### config.mk
export PLATFORM = sky130hd
export DESIGN_NAME = npc_unit
export DESIGN_NICKNAME = d
export VERILOG_FILES = /design/src/rtl/npc_pkg.sv /design/src/rtl/npc_align.sv /design/src/rtl/npc_eq.sv /design/src/rtl/npc_select.sv /design/src/rtl/npc_unit.sv
export SDC_FILE = /design/constraint.sdc
export NUM_CORES = 1
export LEC_CHECK = 0
export CAP_MARGIN = 20
export CORE_MARGIN = 1
export CORE_UTILIZATION = 35
export DETAILED_ROUTE_END_ITERATION = 7
export GPL_TIMING_DRIVEN = 0
export PLACE_DENSITY = 0.79
export SLEW_MARGIN = 20
export SYNTH_ARGS = -nofsm -noshare
export SYNTH_HDL_FRONTEND = slang
export SYNTH_HIERARCHICAL = 1
export SYNTH_SLANG_ARGS = --single-unit
### constraint.sdc
create_clock -name clk -period 2.4 [get_ports clk]
set_input_delay 0.24 -clock clk [delete_from_list [all_inputs] [get_ports clk]]
set_output_delay 0.24 -clock clk [all_outputs]
set_load 0.02 [all_outputs]
### src/rtl/npc_pkg.sv
package npc_pkg;

    typedef enum logic [2:0] {
        FL_SEQ  = 3'd0,
        FL_JMP  = 3'd1,
        FL_JREG = 3'd2,
        FL_CALL = 3'd3,
        FL_BEQ  = 3'd4,
        FL_BNE  = 3'd5
    } flow_op_e;

    localparam int OP_W = 3;

endpackage

### src/rtl/npc_align.sv
module npc_align #(
    parameter int W   = 32,
    parameter int LOW = 2
) (
    input  logic [W-1:0] addr_i,
    output logic [W-1:0] addr_o
);
    generate
        if (LOW == 0) begin : g_pass
            assign addr_o = addr_i;
        end else begin : g_clear
            assign addr_o = {addr_i[W-1:LOW], {LOW{1'b0}}};
        end
    endgenerate
endmodule

### src/rtl/npc_eq.sv
module npc_eq #(
    parameter int W     = 32,
    parameter int SLICE = 8
) (
    input  logic [W-1:0] a_i,
    input  logic [W-1:0] b_i,
    output logic         eq_o
);
    localparam int NSL = (W + SLICE - 1) / SLICE;

    logic [NSL-1:0] hit;

    generate
        for (genvar g = 0; g < NSL; g++) begin : g_slice
            localparam int LO = g * SLICE;
            localparam int HI = ((g + 1) * SLICE > W) ? W - 1 : (g + 1) * SLICE - 1;
            assign hit[g] = (a_i[HI:LO] == b_i[HI:LO]);
        end
    endgenerate

    assign eq_o = &hit;
endmodule

### src/rtl/npc_select.sv
module npc_select
    import npc_pkg::*;
#(
    parameter int W = 32
) (
    input  logic            clk,
    input  logic            rst,
    input  logic            en,
    input  logic [OP_W-1:0] op,
    input  logic [W-1:0]    pc,
    input  logic [W-1:0]    jmp_a,
    input  logic [W-1:0]    br_a,
    input  logic [W-1:0]    reg_a,
    input  logic            same,
    output logic [W-1:0]    nxt,
    output logic [W-1:0]    seq_pc,
    output logic            is_call
);
    logic take_br;

    always_comb begin
        seq_pc  = pc + W'(4);
        take_br = 1'b0;
        is_call = 1'b0;
        nxt     = seq_pc;
        case (op)
            FL_JMP:  nxt = jmp_a;
            FL_JREG: nxt = reg_a;
            FL_CALL: begin
                nxt     = jmp_a;
                is_call = 1'b1;
            end
            FL_BEQ:  take_br = same;
            FL_BNE:  take_br = !same;
            default: nxt = seq_pc;
        endcase
        if (take_br) nxt = br_a;
    end

    a_r7_beq_taken: assert property (@(posedge clk) disable iff (rst)
        (en && op == FL_BEQ && same) |-> nxt == br_a);
    a_r7_beq_fall: assert property (@(posedge clk) disable iff (rst)
        (en && op == FL_BEQ && !same) |-> nxt == pc + W'(4));
    a_r8_bne_taken: assert property (@(posedge clk) disable iff (rst)
        (en && op == FL_BNE && !same) |-> nxt == br_a);
    a_r8_bne_fall: assert property (@(posedge clk) disable iff (rst)
        (en && op == FL_BNE && same) |-> nxt == pc + W'(4));
endmodule

### src/rtl/npc_unit.sv
module npc_unit
    import npc_pkg::*;
#(
    parameter int          XLEN      = 32,
    parameter int          ALIGN_LOW = 2,
    parameter int          CMP_SLICE = 8,
    parameter int          REG_IDX_W = 5,
    parameter int          LINK_REG  = 31,
    parameter logic [31:0] RESET_PC  = 32'h0
) (
    input  logic                 clk,
    input  logic                 rst,
    input  logic                 en,
    input  logic [2:0]           op,
    input  logic [XLEN-1:0]      jump_tgt,
    input  logic [XLEN-1:0]      br_tgt,
    input  logic [XLEN-1:0]      rs_val,
    input  logic [XLEN-1:0]      rt_val,
    output logic [XLEN-1:0]      pc,
    output logic [XLEN-1:0]      next_pc,
    output logic                 link_we,
    output logic [REG_IDX_W-1:0] link_idx,
    output logic [XLEN-1:0]      link_data
);
    typedef struct packed {
        logic [XLEN-1:0] pc;
    } pc_state_t;

    pc_state_t st_d, st_q;

    logic [XLEN-1:0] jmp_a, br_a, reg_a, nxt_d, seq_d;
    logic            same_d, call_d;

    npc_align #(.W(XLEN), .LOW(ALIGN_LOW)) u_al_jmp (.addr_i(jump_tgt), .addr_o(jmp_a));
    npc_align #(.W(XLEN), .LOW(ALIGN_LOW)) u_al_br  (.addr_i(br_tgt),   .addr_o(br_a));
    npc_align #(.W(XLEN), .LOW(ALIGN_LOW)) u_al_reg (.addr_i(rs_val),   .addr_o(reg_a));

    npc_eq #(.W(XLEN), .SLICE(CMP_SLICE)) u_eq (
        .a_i (rs_val),
        .b_i (rt_val),
        .eq_o(same_d)
    );

    npc_select #(.W(XLEN)) u_sel (
        .clk    (clk),
        .rst    (rst),
        .en     (en),
        .op     (op),
        .pc     (st_q.pc),
        .jmp_a  (jmp_a),
        .br_a   (br_a),
        .reg_a  (reg_a),
        .same   (same_d),
        .nxt    (nxt_d),
        .seq_pc (seq_d),
        .is_call(call_d)
    );

    always_comb begin
        st_d = st_q;
        if (rst) begin
            st_d.pc = XLEN'(RESET_PC);
        end else if (en) begin
            st_d.pc = nxt_d;
        end
    end

    always_ff @(posedge clk) begin
        st_q <= st_d;
    end

    assign pc        = st_q.pc;
    assign next_pc   = nxt_d;
    assign link_we   = en && call_d;
    assign link_idx  = REG_IDX_W'(LINK_REG);
    assign link_data = seq_d;

    a_r1_reset: assert property (@(posedge clk) rst |=> pc == XLEN'(RESET_PC));
    a_r2_hold: assert property (@(posedge clk) disable iff (rst)
        !en |=> $stable(pc));
    a_r3_seq: assert property (@(posedge clk) disable iff (rst)
        (en && op == FL_SEQ) |=> pc == $past(pc) + XLEN'(4));
    a_r6_call: assert property (@(posedge clk) disable iff (rst)
        (en && op == FL_CALL) |=> pc == $past(jmp_a));
    a_r9_aligned: assert property (@(posedge clk) disable iff (rst)
        pc[ALIGN_LOW-1:0] == '0);
    a_r10_strobe: assert property (@(posedge clk) disable iff (rst)
        link_we |-> (en && op == FL_CALL));
    a_r11_commit: assert property (@(posedge clk) disable iff (rst)
        en |=> pc == $past(next_pc));
endmodule

==> results of run 1 <==
[worst max path at each step]
stage,slack [ps],endpoint,depth (start not counted)
6_report,-410,next_pc[30],8
5_1_grt,-460,next_pc[27],12
4_1_cts,-390,next_pc[30],8
3_5_place_dp,-2010,next_pc[25],12
3_3_place_gp,-1960,next_pc[25],12
2_1_floorplan,-100,pc[30],9
[cells in the mapped netlist (3+ instances only)]
cell type    n
a21oi_1     27
a221oi_1    15
a222oi_1     6
a311o_1      5
and2_1       4
and4_1       4
buf_12       3
buf_4      103
clkbuf_1    21
conb_1       4
dfxtp_1     32
inv_1        6
mux2i_1     32
nand2_1     18
nand3_1      8
nand4_1     11
nor2_1      66
nor2b_1      5
nor3_1       6
nor3b_1      7
nor4_1      17
o21a_1       5
o21ai_0     12
o22a_1       6
o31a_2       3
or2_1        3
or2_2        7
xnor2_1      8
xor2_1      44
[layer usage]
metal	wire (um)	vias up	part of all wire, %
met3	1340	39	7.1
met4	657	0	3.5
li1	-	2175	-
met5	0	-	0
met2	9590	241	51
met1	7320	2317	39
[cell usage in the layout (no fill, tap or decap), types with 9 or more instances in the layout]
cell / netlist / final
clkdlybuf4s50_1: 0 / 44
nor2_4: 0 / 18
xor2_2: 0 / 25
conb_1: 4 / 11
clkbuf_2: 0 / 21
buf_6: 2 / 57
clkdlybuf4s15_2: 0 / 10
xor2_1: 44 / 17
nand4_1: 11 / 11
buf_4: 103 / 150
clkdlybuf4s15_1: 0 / 9
nand2_1: 18 / 17
mux2i_1: 32 / 32
dfxtp_1: 32 / 19
nor2_1: 66 / 44
a21oi_2: 0 / 17
buf_2: 1 / 26
[cells by family (layout without fill, tap and decap cells)]
logic type | after synthesis | in the layout | synth area share (%)
other | 4 | 11 | 0.379
adder cells (fa/ha/maj) | 1 | 1 | 0.316
AND/OR/NAND/NOR | 169 | 169 | 22.2
AO/OA/AOI/OAI | 91 | 91 | 16.5
flip-flops | 32 | 32 | 16.2
multiplexers | 32 | 32 | 8.08
buffers and inverters | 138 | 367 | 24.5
XOR/XNOR | 53 | 53 | 11.9
[critical path, cell delays in order, from the launching register on]
cell	delay, ps
dfxtp_4	370
ha_4	150
nand3_4	100
or4_4	570
buf_6	160
or4_4	460
xnor2_4	170
o21a_4	200
buf_6	120
[timing repair]
action,CTS,global route
gates cloned,5,0
resized for setup,568,144
endpoints found under the setup margin,86,81
buffers inserted,41,20
pin swaps,70,49
hold buffers,0,0
[area by class of cell]
type / instances / area (um^2) / area share (%)
buffer: 127 / 1020 / 13.6
tap: 140 / 175 / 2.33
multi-input combinational: 357 / 3360 / 44.8
timing repair buffer: 225 / 2080 / 27.7
sequential: 32 / 674 / 8.99
inverter: 7 / 27.5 / 0.367
clock buffer: 5 / 125 / 1.67
clock inverter: 3 / 41.3 / 0.550
[report_power, final]
part / total, uW / internal (uW) / switching [uW]
logic: 1390 / 698 / 696
clock network: 738 / 488 / 250
registers: 631 / 567 / 64.7
total: 2760 / 1750 / 1010
[through the flow]
step / util [%] / cell area (um^2) / hold WS (ps) / std cells
floorplan: - / 4100 / 312 / 527
global placement: 54.0 / 5910 / 528 / 830
detailed placement: 54.0 / 5910 / 536 / 830
CTS: 64.1 / 7000 / 312 / 880
global route: 68.6 / 7500 / 330 / 896
finish: 68.6 / 7500 / 304 / 896
==> qor.csv, run 1 <==
metric;value;unit
number of synthesized flops with an enable pin;0;
Most Used Layer, Global Route;met2;
share of layout cells above drive strength 1;58.6;%
Synth Cell Area;3960;um^2
Ant. Diodes;0;
io pins;236;
Hold Crit Start;en;
post-synth cell types;54;
Mapped Cells;520;
H-tree depth;2;
clock sink total;32;
first-pass GRT wire length;26000;um
clock tree buffer depth;2;
Slew @ Worst Pin;725;ps
WP data arrival;2570;ps
core region area;10900;um^2
Clock transition at path regs;60;ps
Final Hold Viols;0;
Power, Total;2760;uW
R2R depth;9;
site row count;38;
Yosys reg bits;32;
met2 Use GR;53.7;%
area leader, netlist;buf_4;
drt initial violations;244;
CTS tree;done;
peak supply drop;0.287;mV
Placement Setup Slack;-2010;ps
Tmin final;2810;ps
Pleak;0.00336;uW
initial antenna violation count;0;
status;complete, but fails checks;
Worst Skew;7.51;ps
Layout Nets;890;
largest net degree at the start of global routing;12;
Most used DFF post-synth;dfxtp_1;
Global Route met3 Usage;5.00;%
DR vias/cell;5.33;
Crit. End Element;output port;
yosys warns;6;
filler cell count;844;
DR WL/cell;21.1;um
HPWL after DPL;13100;um
GRT met1 Usage;34.2;%
# DRC;0;
max_slew headroom;51.7;%
RSZ-0062 raised after global routing;yes;
max-slew violations;0;
Final ANT Viol Nets;0;
Layout area overhead;89.4;%
max reg flops;32;
grt total ovfl;0;
Final GP Congestion;0.862;
Skew-Pair Late Insertion Delay;280;ps
chip height;108;um
WP data required;2160;ps
root buffer cell;clkbuf_16;
port buffer count;163;
initial cell density of the core;36.2;%
Pwr Density;368;nW/um^2
setup_tns;-11100;ps
top cell type's share of synthesized area;19.5;%
Mean Syn Cell Area;7.62;um^2
worst-path fanout max;5;
startpoint types;flip-flop;
crit share post-route;117;%
Initial DRT Pass Iterations;6;
capture point of the worst reg-to-reg path;pc[30];
Hold Path Sink;pc[31];
All-Layer GR Usage;29.5;%
worst setup path start;pc[3];
max-cap violations;0;
failing checks;setup timing;
Worst R2R Setup Slack;-70;ps
worst r2r src;pc[3];
Hold Crit Class;in2reg;
synth top area cells;buf_4 20%, dfxtp_1 16%, xor2_1 9.7%;
Die Area;11800;um^2
drt total wl;18900;um
chip width;108;um
Hold Path Depth;3;
post-synthesis sequential area ratio;16.2;%
DR vias;4772;
fmax;356;MHz
TritonCTS Buffers;5;
Synth async-reset ratio;0;%
setup violators final;50;
vias in the first global route;4838;
setup ws final;-407;ps
Crit Path Class;reg2out;
Power figures use the tool's default switching activity.
==> inputs of run 2 (changes only) <==
CTS_CLUSTER_DIAMETER = 50   (was unset)
==> results of run 2 <==
No change in the layout: final DEF, timing and power equal those of run 1.
